==> config.mk <==
export PLATFORM = sky130hd
export DESIGN_NAME = emac_csr_top
export DESIGN_NICKNAME = d
export VERILOG_FILES = /design/src/rtl/emac_csr_pkg.sv /design/src/rtl/emac_csr_decode.sv /design/src/rtl/emac_stat_cnt.sv /design/src/rtl/emac_csr_top.sv
export SDC_FILE = /design/constraint.sdc
export NUM_CORES = 2
export LEC_CHECK = 0
export BUFFER_PORTS_ARGS = -buffer_cell sky130_fd_sc_hd__buf_2
export CORE_MARGIN = 4
export CORE_UTILIZATION = 45
export CTS_CLUSTER_SIZE = 40
export DETAILED_ROUTE_END_ITERATION = 8
export GPL_TIMING_DRIVEN = 0
export PLACE_DENSITY = 0.59
export SLEW_MARGIN = 20
export SYNTH_ARGS = -nofsm -noshare
export SYNTH_HDL_FRONTEND = slang
export SYNTH_HIERARCHICAL = 1
export SYNTH_SLANG_ARGS = --single-unit
==> constraint.sdc <==
create_clock -name clk -period 2.7 [get_ports clk]
set_input_delay 0.405 -clock clk [delete_from_list [all_inputs] [get_ports clk]]
set_output_delay 0.405 -clock clk [all_outputs]
set_load 0.02 [all_outputs]
==> src/rtl/emac_csr_pkg.sv <==
package emac_csr_pkg;

    typedef logic [31:0] word_t;

    localparam logic [1:0] SZ_WORD = 2'b10;

    // word offsets
    localparam int A_MODE    = 0;
    localparam int A_ADRL    = 1;
    localparam int A_ADRH    = 2;
    localparam int A_HASHL   = 3;
    localparam int A_HASHH   = 4;
    localparam int A_MGA     = 5;
    localparam int A_MGD     = 6;
    localparam int A_FLOW    = 7;
    localparam int A_VLAN1   = 8;
    localparam int A_VLAN2   = 9;
    localparam int A_WAKE    = 11;
    localparam int A_WFLT    = 12;
    localparam int N_WFLT    = 8;
    localparam int A_SYSCTL  = 24;
    localparam int A_SYSST   = 25;
    localparam int A_RXST    = 26;
    localparam int A_RXSK    = 27;
    localparam int A_RXIE    = 28;
    localparam int A_TXST    = 29;
    localparam int A_TXSK    = 30;
    localparam int A_TXIE    = 31;
    localparam int A_CCTL    = 32;
    localparam int A_CEV_RX  = 33;
    localparam int A_CEN_RX  = 34;
    localparam int A_CEV_TX  = 35;
    localparam int A_CEN_TX  = 36;
    localparam int A_TS_LO   = 40;
    localparam int A_TS_HI   = 63;
    localparam int A_RXC     = 64;
    localparam int A_TXC     = 96;
    localparam int CNT_SPAN  = 32;

    localparam word_t WAKE_W1C = 32'h0000_0F20;
    localparam word_t SYST_W1C = 32'h0000_00E1;

    localparam int RE_BIT   = 0;
    localparam int TE_BIT   = 1;
    localparam int COMP_BIT = 0;
    localparam int CLR_BIT  = 0;

    typedef enum logic [2:0] {K_BAD, K_REG, K_SILENT, K_RXC, K_TXC} kind_t;

    typedef struct packed {
        word_t                    mode;
        word_t                    adr_lo;
        word_t                    adr_hi;
        word_t                    hash_lo;
        word_t                    hash_hi;
        word_t                    mg_adr;
        word_t                    mg_dat;
        word_t                    flow;
        word_t                    vlan1;
        word_t                    vlan2;
        word_t                    wake;
        logic [N_WFLT-1:0][31:0]  wflt;
        word_t                    sysctl;
        word_t                    sysst;
        word_t                    rx_st;
        word_t                    rx_sk;
        word_t                    rx_ie;
        word_t                    tx_st;
        word_t                    tx_sk;
        word_t                    tx_ie;
        word_t                    c_ctl;
        word_t                    cev_rx;
        word_t                    cen_rx;
        word_t                    cev_tx;
        word_t                    cen_tx;
    } regs_t;

endpackage

==> src/rtl/emac_csr_decode.sv <==
module emac_csr_decode
    import emac_csr_pkg::*;
#(
    parameter int ADDR_W = 8,
    parameter int NRX    = 4,
    parameter int NTX    = 4
) (
    input  logic [ADDR_W-1:0] addr,
    input  logic [1:0]        size,
    output kind_t             kind
);

    logic [31:0] a;
    assign a = 32'(addr);

    always_comb begin
        kind = K_BAD;
        if (size == SZ_WORD) begin
            if (a <= 32'(A_VLAN2))
                kind = K_REG;
            else if (a >= 32'(A_WAKE) && a < 32'(A_WFLT + N_WFLT))
                kind = K_REG;
            else if (a >= 32'(A_SYSCTL) && a <= 32'(A_CEN_TX))
                kind = K_REG;
            else if (a >= 32'(A_TS_LO) && a <= 32'(A_TS_HI))
                kind = K_SILENT;
            else if (a >= 32'(A_RXC) && a < 32'(A_RXC + NRX))
                kind = K_RXC;
            else if (a >= 32'(A_TXC) && a < 32'(A_TXC + NTX))
                kind = K_TXC;
        end
    end

endmodule

==> src/rtl/emac_stat_cnt.sv <==
module emac_stat_cnt #(
    parameter int N = 4,
    parameter int W = 32,
    localparam int IDX_W = (N > 1) ? $clog2(N) : 1
) (
    input  logic                clk,
    input  logic                rst_n,
    input  logic                clr,
    input  logic                wr_en,
    input  logic [IDX_W-1:0]    wr_idx,
    input  logic [W-1:0]        wr_data,
    input  logic [N-1:0]        inc,
    output logic [N-1:0][W-1:0] cnt,
    output logic [N-1:0]        wrap
);

    logic [N-1:0][W-1:0] cnt_d, cnt_q;

    for (genvar g = 0; g < N; g++) begin : g_cnt
        logic hit;
        assign hit      = wr_en && (wr_idx == IDX_W'(g));
        assign cnt_d[g] = clr    ? '0 :
                          hit    ? wr_data :
                          inc[g] ? cnt_q[g] + W'(1) : cnt_q[g];
        assign wrap[g]  = inc[g] && !clr && !hit && (&cnt_q[g]);
    end

    always_ff @(posedge clk or negedge rst_n) begin
        if (!rst_n) cnt_q <= '0;
        else        cnt_q <= cnt_d;
    end

    assign cnt = cnt_q;


    cnt_clr_chk: assert property (@(posedge clk) disable iff (!rst_n)
        clr |=> (cnt_q == '0));


    cnt_wrap_chk: assert property (@(posedge clk) disable iff (!rst_n)
        (inc[0] && !clr && !wr_en && (&cnt_q[0])) |=> (cnt_q[0] == '0));

endmodule

==> src/rtl/emac_csr_top.sv <==
module emac_csr_top
    import emac_csr_pkg::*;
#(
    parameter int ADDR_W = 8,
    parameter int NRX    = 4,
    parameter int NTX    = 4,
    parameter int CNT_W  = 32
) (
    input  logic              clk,
    input  logic              rst_n,
    input  logic              req_valid,
    input  logic              req_write,
    input  logic [ADDR_W-1:0] req_addr,
    input  logic [1:0]        req_size,
    input  logic [31:0]       req_wdata,
    output logic              rd_valid,
    output logic [31:0]       rd_data,
    output logic              bus_err,
    input  logic [31:0]       rx_stat_set,
    input  logic [31:0]       tx_stat_set,
    input  logic [31:0]       sys_stat_set,
    input  logic [31:0]       wake_set,
    input  logic [NRX-1:0]    rx_cnt_inc,
    input  logic [NTX-1:0]    tx_cnt_inc,
    output logic              rx_en,
    output logic              tx_en,
    output logic              stats_clr
);

    localparam int RX_IW = (NRX > 1) ? $clog2(NRX) : 1;
    localparam int TX_IW = (NTX > 1) ? $clog2(NTX) : 1;

    typedef struct packed {
        regs_t r;
        word_t rdata;
        logic  rvalid;
        logic  err;
        logic  clr;
    } state_t;

    state_t s_d, s_q;
    kind_t  kind;
    logic [31:0] a32;
    logic [31:0] wi;
    logic        clr_now, rxc_we, txc_we;
    logic [NRX-1:0][CNT_W-1:0] rx_cnt;
    logic [NTX-1:0][CNT_W-1:0] tx_cnt;
    logic [NRX-1:0] rx_wrap;
    logic [NTX-1:0] tx_wrap;

    assign a32 = 32'(req_addr);
    assign wi  = a32 - 32'(A_WFLT);

    emac_csr_decode #(.ADDR_W(ADDR_W), .NRX(NRX), .NTX(NTX)) i_dec (
        .addr (req_addr),
        .size (req_size),
        .kind (kind)
    );

    emac_stat_cnt #(.N(NRX), .W(CNT_W)) i_rxc (
        .clk (clk), .rst_n (rst_n), .clr (clr_now), .wr_en (rxc_we),
        .wr_idx (req_addr[RX_IW-1:0]), .wr_data (req_wdata[CNT_W-1:0]),
        .inc (rx_cnt_inc), .cnt (rx_cnt), .wrap (rx_wrap)
    );

    emac_stat_cnt #(.N(NTX), .W(CNT_W)) i_txc (
        .clk (clk), .rst_n (rst_n), .clr (clr_now), .wr_en (txc_we),
        .wr_idx (req_addr[TX_IW-1:0]), .wr_data (req_wdata[CNT_W-1:0]),
        .inc (tx_cnt_inc), .cnt (tx_cnt), .wrap (tx_wrap)
    );

    function automatic word_t reg_rd(regs_t r, logic [31:0] a, logic [31:0] w);
        word_t v;
        case (a)
            A_MODE:   v = r.mode;
            A_ADRL:   v = r.adr_lo;
            A_ADRH:   v = r.adr_hi;
            A_HASHL:  v = r.hash_lo;
            A_HASHH:  v = r.hash_hi;
            A_MGA:    v = r.mg_adr;
            A_MGD:    v = r.mg_dat;
            A_FLOW:   v = r.flow;
            A_VLAN1:  v = r.vlan1;
            A_VLAN2:  v = r.vlan2;
            A_WAKE:   v = r.wake;
            A_SYSCTL: v = r.sysctl;
            A_SYSST:  v = r.sysst;
            A_RXST:   v = r.rx_st;
            A_RXSK:   v = r.rx_sk;
            A_RXIE:   v = r.rx_ie;
            A_TXST:   v = r.tx_st;
            A_TXSK:   v = r.tx_sk;
            A_TXIE:   v = r.tx_ie;
            A_CCTL:   v = r.c_ctl;
            A_CEV_RX: v = r.cev_rx;
            A_CEN_RX: v = r.cen_rx;
            A_CEV_TX: v = r.cev_tx;
            A_CEN_TX: v = r.cen_tx;
            default:  v = (w < 32'(N_WFLT)) ? r.wflt[w[2:0]] : '0;
        endcase
        return v;
    endfunction

    function automatic state_t rst_state();
        state_t s;
        s          = '0;
        s.r.adr_lo = 32'hFFFF_FFFF;
        s.r.adr_hi = 32'h0000_FFFF;
        s.r.vlan1  = 32'h0000_FFFF;
        s.r.vlan2  = 32'h0000_FFFF;
        s.r.sysctl = 32'h0000_3F00;
        s.r.c_ctl  = 32'h0000_000A;
        return s;
    endfunction

    always_comb begin
        s_d        = s_q;
        s_d.rvalid = 1'b0;
        s_d.err    = 1'b0;
        s_d.rdata  = '0;
        clr_now    = 1'b0;
        rxc_we     = 1'b0;
        txc_we     = 1'b0;
        if (req_valid) begin
            if (kind == K_BAD) begin
                s_d.err = 1'b1;
            end else if (!req_write) begin
                s_d.rvalid = 1'b1;
                case (kind)
                    K_REG:   s_d.rdata = reg_rd(s_q.r, a32, wi);
                    K_RXC:   s_d.rdata = 32'(rx_cnt[req_addr[RX_IW-1:0]]);
                    K_TXC:   s_d.rdata = 32'(tx_cnt[req_addr[TX_IW-1:0]]);
                    default: s_d.rdata = '0;
                endcase
            end else if (kind == K_RXC) begin
                rxc_we = 1'b1;
            end else if (kind == K_TXC) begin
                txc_we = 1'b1;
            end else if (kind == K_REG) begin
                case (a32)
                    A_MODE: begin
                        if (req_wdata[RE_BIT] && !s_q.r.mode[RE_BIT]) s_d.r.rx_st[COMP_BIT] = 1'b0;
                        if (req_wdata[TE_BIT] && !s_q.r.mode[TE_BIT]) s_d.r.tx_st[COMP_BIT] = 1'b0;
                        s_d.r.mode = req_wdata;
                    end
                    A_ADRL:   s_d.r.adr_lo  = req_wdata;
                    A_ADRH:   s_d.r.adr_hi  = req_wdata;
                    A_HASHL:  s_d.r.hash_lo = req_wdata;
                    A_HASHH:  s_d.r.hash_hi = req_wdata;
                    A_MGA:    s_d.r.mg_adr  = req_wdata;
                    A_MGD:    s_d.r.mg_dat  = req_wdata;
                    A_FLOW:   s_d.r.flow    = req_wdata;
                    A_VLAN1:  s_d.r.vlan1   = req_wdata;
                    A_VLAN2:  s_d.r.vlan2   = req_wdata;
                    A_WAKE:   s_d.r.wake    = (req_wdata & ~WAKE_W1C) |
                                              (s_q.r.wake & WAKE_W1C & ~req_wdata);
                    A_SYSCTL: s_d.r.sysctl  = req_wdata;
                    A_SYSST:  s_d.r.sysst   = s_q.r.sysst & ~(req_wdata & SYST_W1C);
                    A_RXST, A_TXST: ;
                    A_RXSK:   s_d.r.rx_sk   = s_q.r.rx_sk & ~req_wdata;
                    A_RXIE:   s_d.r.rx_ie   = req_wdata;
                    A_TXSK:   s_d.r.tx_sk   = s_q.r.tx_sk & ~req_wdata;
                    A_TXIE:   s_d.r.tx_ie   = req_wdata;
                    A_CCTL: begin
                        s_d.r.c_ctl = req_wdata & ~(32'd1 << CLR_BIT);
                        clr_now     = req_wdata[CLR_BIT];
                    end
                    A_CEV_RX: s_d.r.cev_rx  = s_q.r.cev_rx & ~req_wdata;
                    A_CEN_RX: s_d.r.cen_rx  = req_wdata;
                    A_CEV_TX: s_d.r.cev_tx  = s_q.r.cev_tx & ~req_wdata;
                    A_CEN_TX: s_d.r.cen_tx  = req_wdata;
                    default:  if (wi < 32'(N_WFLT)) s_d.r.wflt[wi[2:0]] = req_wdata;
                endcase
            end
        end
        // datapath sets are applied last so they win over clears
        s_d.r.rx_st  = s_d.r.rx_st  | rx_stat_set;
        s_d.r.rx_sk  = s_d.r.rx_sk  | rx_stat_set;
        s_d.r.tx_st  = s_d.r.tx_st  | tx_stat_set;
        s_d.r.tx_sk  = s_d.r.tx_sk  | tx_stat_set;
        s_d.r.sysst  = s_d.r.sysst  | sys_stat_set;
        s_d.r.wake   = s_d.r.wake   | (wake_set & WAKE_W1C);
        s_d.r.cev_rx = s_d.r.cev_rx | 32'(rx_wrap);
        s_d.r.cev_tx = s_d.r.cev_tx | 32'(tx_wrap);
        s_d.clr      = clr_now;
    end

    always_ff @(posedge clk or negedge rst_n) begin
        if (!rst_n) s_q <= rst_state();
        else        s_q <= s_d;
    end

    assign rd_valid  = s_q.rvalid;
    assign rd_data   = s_q.rdata;
    assign bus_err   = s_q.err;
    assign stats_clr = s_q.clr;
    assign rx_en     = s_q.r.mode[RE_BIT];
    assign tx_en     = s_q.r.mode[TE_BIT];

    logic wr_reg;
    assign wr_reg = req_valid && req_write && (kind == K_REG);


    size_err_chk: assert property (@(posedge clk) disable iff (!rst_n)
        (req_valid && req_size != SZ_WORD) |=> bus_err);


    bad_ofs_chk: assert property (@(posedge clk) disable iff (!rst_n)
        (req_valid && kind == K_BAD) |=> (bus_err && !rd_valid));


    rd_lat_chk: assert property (@(posedge clk) disable iff (!rst_n)
        (req_valid && !req_write && kind != K_BAD) |=> (rd_valid && !bus_err));


    rx_comp_clr_chk: assert property (@(posedge clk) disable iff (!rst_n)
        (wr_reg && a32 == 32'(A_MODE) && req_wdata[RE_BIT] && !rx_en && !rx_stat_set[COMP_BIT])
        |=> !s_q.r.rx_st[COMP_BIT]);


    ro_stat_chk: assert property (@(posedge clk) disable iff (!rst_n)
        (wr_reg && a32 == 32'(A_RXST) && rx_stat_set == '0) |=> $stable(s_q.r.rx_st));


    set_wins_chk: assert property (@(posedge clk) disable iff (!rst_n)
        (rx_stat_set != '0) |=> ((s_q.r.rx_sk & $past(rx_stat_set)) == $past(rx_stat_set)));

endmodule

# After elaboration in Yosys (flattened, before gate mapping)
# Cells that the tools add are included.
[word_totals] output_inout_bits=37 regBits=1314 input_bits=182 elab_cells=304
[classes] n_eq_ne=30 n_reduce_logical=88 n_bitwise=21 addsub=9 n_mux=97 magnitude_cmp=15
[ops] op="$mux W352" count=6
[ops] op="$mux W32" count=41
[ops] op="$mux W225" count=4
[ops] op="$pmux W32 S24" count=1
[ops] op="$mux W256" count=2
[ops] op="$mux W65" count=6
[ops] op="$mux W259" count=1
[ops] op="$mux W258" count=1
[ops] op="$add A32 B1 Y32 const B" count=8
[ops] op="$bwmux W256" count=1
[ops] op="$reduce_and A32 Y1" count=8
[ops] op="$or A32 B32 Y32" count=6
[ops] op="$and A32 B32 Y32" count=5
[ops] op="$bmux W32 S2" count=2
[ops] op="$reduce_and A7 Y1" count=16
[ops] op="$bmux W32 S3" count=1
[ops] op="$demux W32 S3" count=1
[ops] op="$pmux W32 S3" count=1
[ops] op="$eq A8 B5 Y1 const B" count=8
[ops] op="$or A32 B4 Y32" count=2
[ops] op="$eq A8 B6 Y1 const B" count=5
[ops] op="$logic_and A1 B1 Y1" count=40
[ops] op="$mux W33" count=1
[ops] op="$and A12 B32 Y32" count=1
[ops] op="other kinds (35)" count=92

# Longest topological paths before layout
[logic_depth] word_depth=21 depth_mapped=15

# Hierarchy
# Netlist, hierarchy kept.
[modules_own_cells] mod="emac_csr_top" cells_each=3788 area_per_inst_um2=50178.1 n_inst=1
[modules_own_cells] mod="emac_stat_cnt at i_txc" cells_each=853 area_per_inst_um2=7654.8 n_inst=1
[modules_own_cells] mod="emac_stat_cnt at i_rxc" cells_each=847 area_per_inst_um2=7578.5 n_inst=1
[modules_own_cells] mod="emac_csr_decode" cells_each=16 area_per_inst_um2=110.1 n_inst=1

# Worst setup path before layout
# OpenSTA, ideal clock, no wires.
[synth_path] path_type="in2reg" start="input port req_addr[2]" end="register with a tool-made name" slack_ps=-981 required_ps=2575 stages=12 setup_ps=125 n_path_buf=5 arrival_time_ps=3556 path_cell_list="buf_2 buf_2 buf_2 clkinv_1 ha_1 clkbuf_1 o41ai_4 and2_1 nand2_2 nor4_4 buf_4 mux2_2"
[synth_lines] item="start: declaration" line="emac_csr_top.sv:13" rtl="input logic [ADDR_W-1:0] req_addr,"

==> flow_summary.json <==
{
  "status": "finished with violations",
  "violations": "negative setup slack",
  "dieWidth_um": 390,
  "synthTopCellsByCount": "dfrtp_1, mux2_2, nor2_1",
  "vias_per_cell": 6.94,
  "fin_util_pct": 56.3,
  "routedWlPerCell_um": 43.0,
  "htree_levels": 4,
  "start_kind": "input port",
  "rr_startpoint": "i_txc/cnt[3]",
  "critPathRequiredTime_ns": 3.37,
  "grt_usage_pct": 45.8,
  "yosys.area.top_type_share_pct": 46.8,
  "p_per_area_mw_per_mm2": 589,
  "r2r_cells": 7,
  "slew-limit-headroom_pct": 20.1,
  "rsz0062_at_grt": "yes",
  "grt_max_degree": 133,
  "yosysMostFrequentCell": "dfrtp_1",
  "stdcell_count": 8202,
  "fin_crit_ns": 2.91,
  "drt_iter0_markers": 8470,
  "final_nets": 6338,
  "clockBufferDepth": 3,
  "power.leakage_nw": 35.3,
  "firstDrtPassIters": 8,
  "slowest_delay_ns": 0.76,
  "max_cap_viol_count": 0,
  "fp.dieArea_mm2": 0.152,
  "synth_nets": 5698,
  "worstSetupPathType": "in2reg",
  "hold_depth": 3,
  "antenna_found_initial": 39,
  "endpoint_kind": "register",
  "synth_top_area_cell": "dfrtp_1",
  "drive_above_1_share_pct": 37.1,
  "drtAntennaViolNets": 0,
  "dp.cells": 7631,
  "ys_warn_count": 6,
  "setup_ws_ns": -0.207,
  "synthArstFlopShare_pct": 100,
  "hold_class": "in2reg",
  "rows": 139,
  "synth_sequential_area_ratio_pct": 50.4,
  "hold_start": "tx_cnt_inc[2]",
  "syn_avg_cell_area_um2": 11.9,
  "synthCells": 5504,
  "synthTopCellsByArea": "dfrtp_1, mux2_2, mux4_2",
  "critPathMostFrequentCell": "buf_4",
  "grtUsageMet1_pct": 60.5,
  "remaining_drc_errors": 0,
  "gr-total-overflow": 0,
  "grt_pass1_wl_um": 472000,
  "cts_tree": "done",
  "total_power_mw": 47.8,
  "grt_busiest_layer": "met1",
  "setup_violations": 153,
  "ctsRootBufferMaster": "clkbuf_16",
  "cts_sinks": 1314,
  "fin_skew_ns": 0.0271,
  "r2r-end": "s_q[67]",
  "core_area_mm2": 0.144,
  "crit_arrival_ns": 3.58,
  "netlist_area_mm2": 0.0655,
  "cp_slowest_cell": "nor3b_2",
  "place_ws_ns": -3.82,
  "vias": 56900,
  "yosysUniqueCellTypes": 105,
  "cp-startpoint": "req_addr[7]",
  "synth_edf_count": 0,
  "hpwl_um": 247000,
  "cts-buffers-inserted": 152,
  "min_to": "i_txc/cnt[64]",
  "clkLatencyLatePin_ns": 0.82,
  "ios": 219,
  "use_met2_pct": 59.7,
  "crit_fanout": 10,
  "routed_wl_um": 353000,
  "ir_drop_mv": 0.514,
  "portBuffers": 188,
  "place.gp.congestion": 1.06,
  "maxSlewViolCount": 0,
  "use_met3_pct": 21.4,
  "fmax_ghz": 0.344,
  "timing.final.crit_share_pct": 108,
  "synth-seq-cells": 1314,
  "synth_top_flop_cell": "dfrtp_1",
  "r2r_slack_ns": 0.07,
  "tightest_slew_ns": 1.20,
  "first_global_vias": 53700,
  "initial_utilization_pct": 45.4,
  "area_delta_synth_final_pct": 23.9,
  "hold_viol": 0,
  "path_cells": "buf_12 -> buf_4 -> buf_4 -> nor3b_2 -> buf_4 -> and3_2 -> a22o_1 -> a221oi_1 -> o2111ai_2 -> a2bb2oi_1",
  "die_y_um": 390,
  "path_clk_slew_ns": 0.06
}
## kinds of logic after synthesis
logic type                 after synthesis  synth area share [%]
and+or+nand+nor                       1418                  11.6
xor gates and xnor gates               206                  2.75
buffers and inverters                  530                  3.76
DFF                                   1314                  50.4
muxes                                 1074                  20.5
AOI/OAI and AO/OA                      950                  10.8
adders and majority gates               12                 0.229
## area by class of cell
type / instances / area (µm²)
Timing Repair Buffer: 510 / 4480
Clock inverter: 46 / 594
Clock buffer: 236 / 4500
Inverter: 29 / 139
Tap cell: 1903 / 2380
Sequential cell: 1314 / 33000
Multi-Input combinational cell: 3660 / 32000
Antenna cell: 27 / 67.6
Fill cell: 12200 / 63000
Buffer: 477 / 4090
## critical path: cells and delay by family
family          cells  cell delay [ns]
simple gates        2             1.33
buf+inv             4             0.82
compound gates      4             0.99
## metal layers
layer  up-vias  routed length, µm
met5         -                419
met4        34              27500
met3      1090              52800
met2      4466             137000
met1     29600             135000
li1      21700                  -
## per-stage QoR
stage | TNS, ns | instance area, µm² | hold WS [ns]
final | -6.23 | 81200 | 0.0388
after global placement | - | 69800 | 0.448
after detailed placement | -2639.63 | 70600 | 0.440
after floorplan | -40.86 | 66400 | 0.109
after CTS | -0.00902 | 79900 | 0.0232
after global routing | -0.100 | 81100 | 0.0496
## cell usage in the layout, fill, tap and decap left out, drive strengths merged, types with 20 or more instances in the layout
| cell | netlist | layout |
|---|---|---|
| a211oi | 223 | 223 |
| a21boi | 56 | 56 |
| a21o | 85 | 85 |
| a21oi | 58 | 58 |
| a22o | 46 | 46 |
| a22oi | 127 | 127 |
| a311oi | 40 | 40 |
| a31oi | 21 | 21 |
| a32oi | 33 | 33 |
| and2 | 41 | 41 |
| and3 | 64 | 64 |
| and4 | 30 | 30 |
| buf | 206 | 624 |
| clkbuf | 295 | 483 |
| clkinv | 1 | 28 |
| dfrtp | 1226 | 1226 |
| dfstp | 88 | 88 |
| diode | 0 | 27 |
| dlygate4sd3 | 0 | 111 |
| inv | 28 | 35 |
| mux2 | 829 | 829 |
| mux2i | 112 | 112 |
| mux4 | 133 | 133 |
| nand2 | 242 | 242 |
| nand3 | 195 | 195 |
| nand4 | 108 | 108 |
| nor2 | 350 | 350 |
| nor3 | 83 | 83 |
| nor3b | 20 | 20 |
| nor4 | 62 | 62 |
| o21ai | 91 | 91 |
| o22ai | 22 | 22 |
| or2 | 96 | 96 |
| or3 | 34 | 34 |
| xnor2 | 95 | 95 |
| xor2 | 111 | 111 |
## worst max path at each step
stage	slack, ns	endpoint	cells past startpoint
floorplan	-0.18	i_txc/cnt[11]	12
global placement	-29.04	s_q[242]	1
detailed placement	-3.82	rd_data[22]	11
CTS	-0.009	rd_data[22]	12
global route	-0.06	s_q[134]	17
finish	-0.21	rd_data[4]	10
## where the power goes
part           internal, mW  total, mW  switching, mW
clock                  12.4       21.6           9.19
combinational          1.77       5.18           3.41
sequential             20.1       21.0          0.893
total                  34.3       47.8           13.5
## repair_timing
item	CTS	global route
endpoints found under the hold margin	271	0
gates resized for setup	585	194
endpoints found under the setup margin	1222	1022
pin swaps	60	39
hold buffers	111	0
buffers inserted	97	78
cloned	0	2
Power figures use the tool's default switching activity.
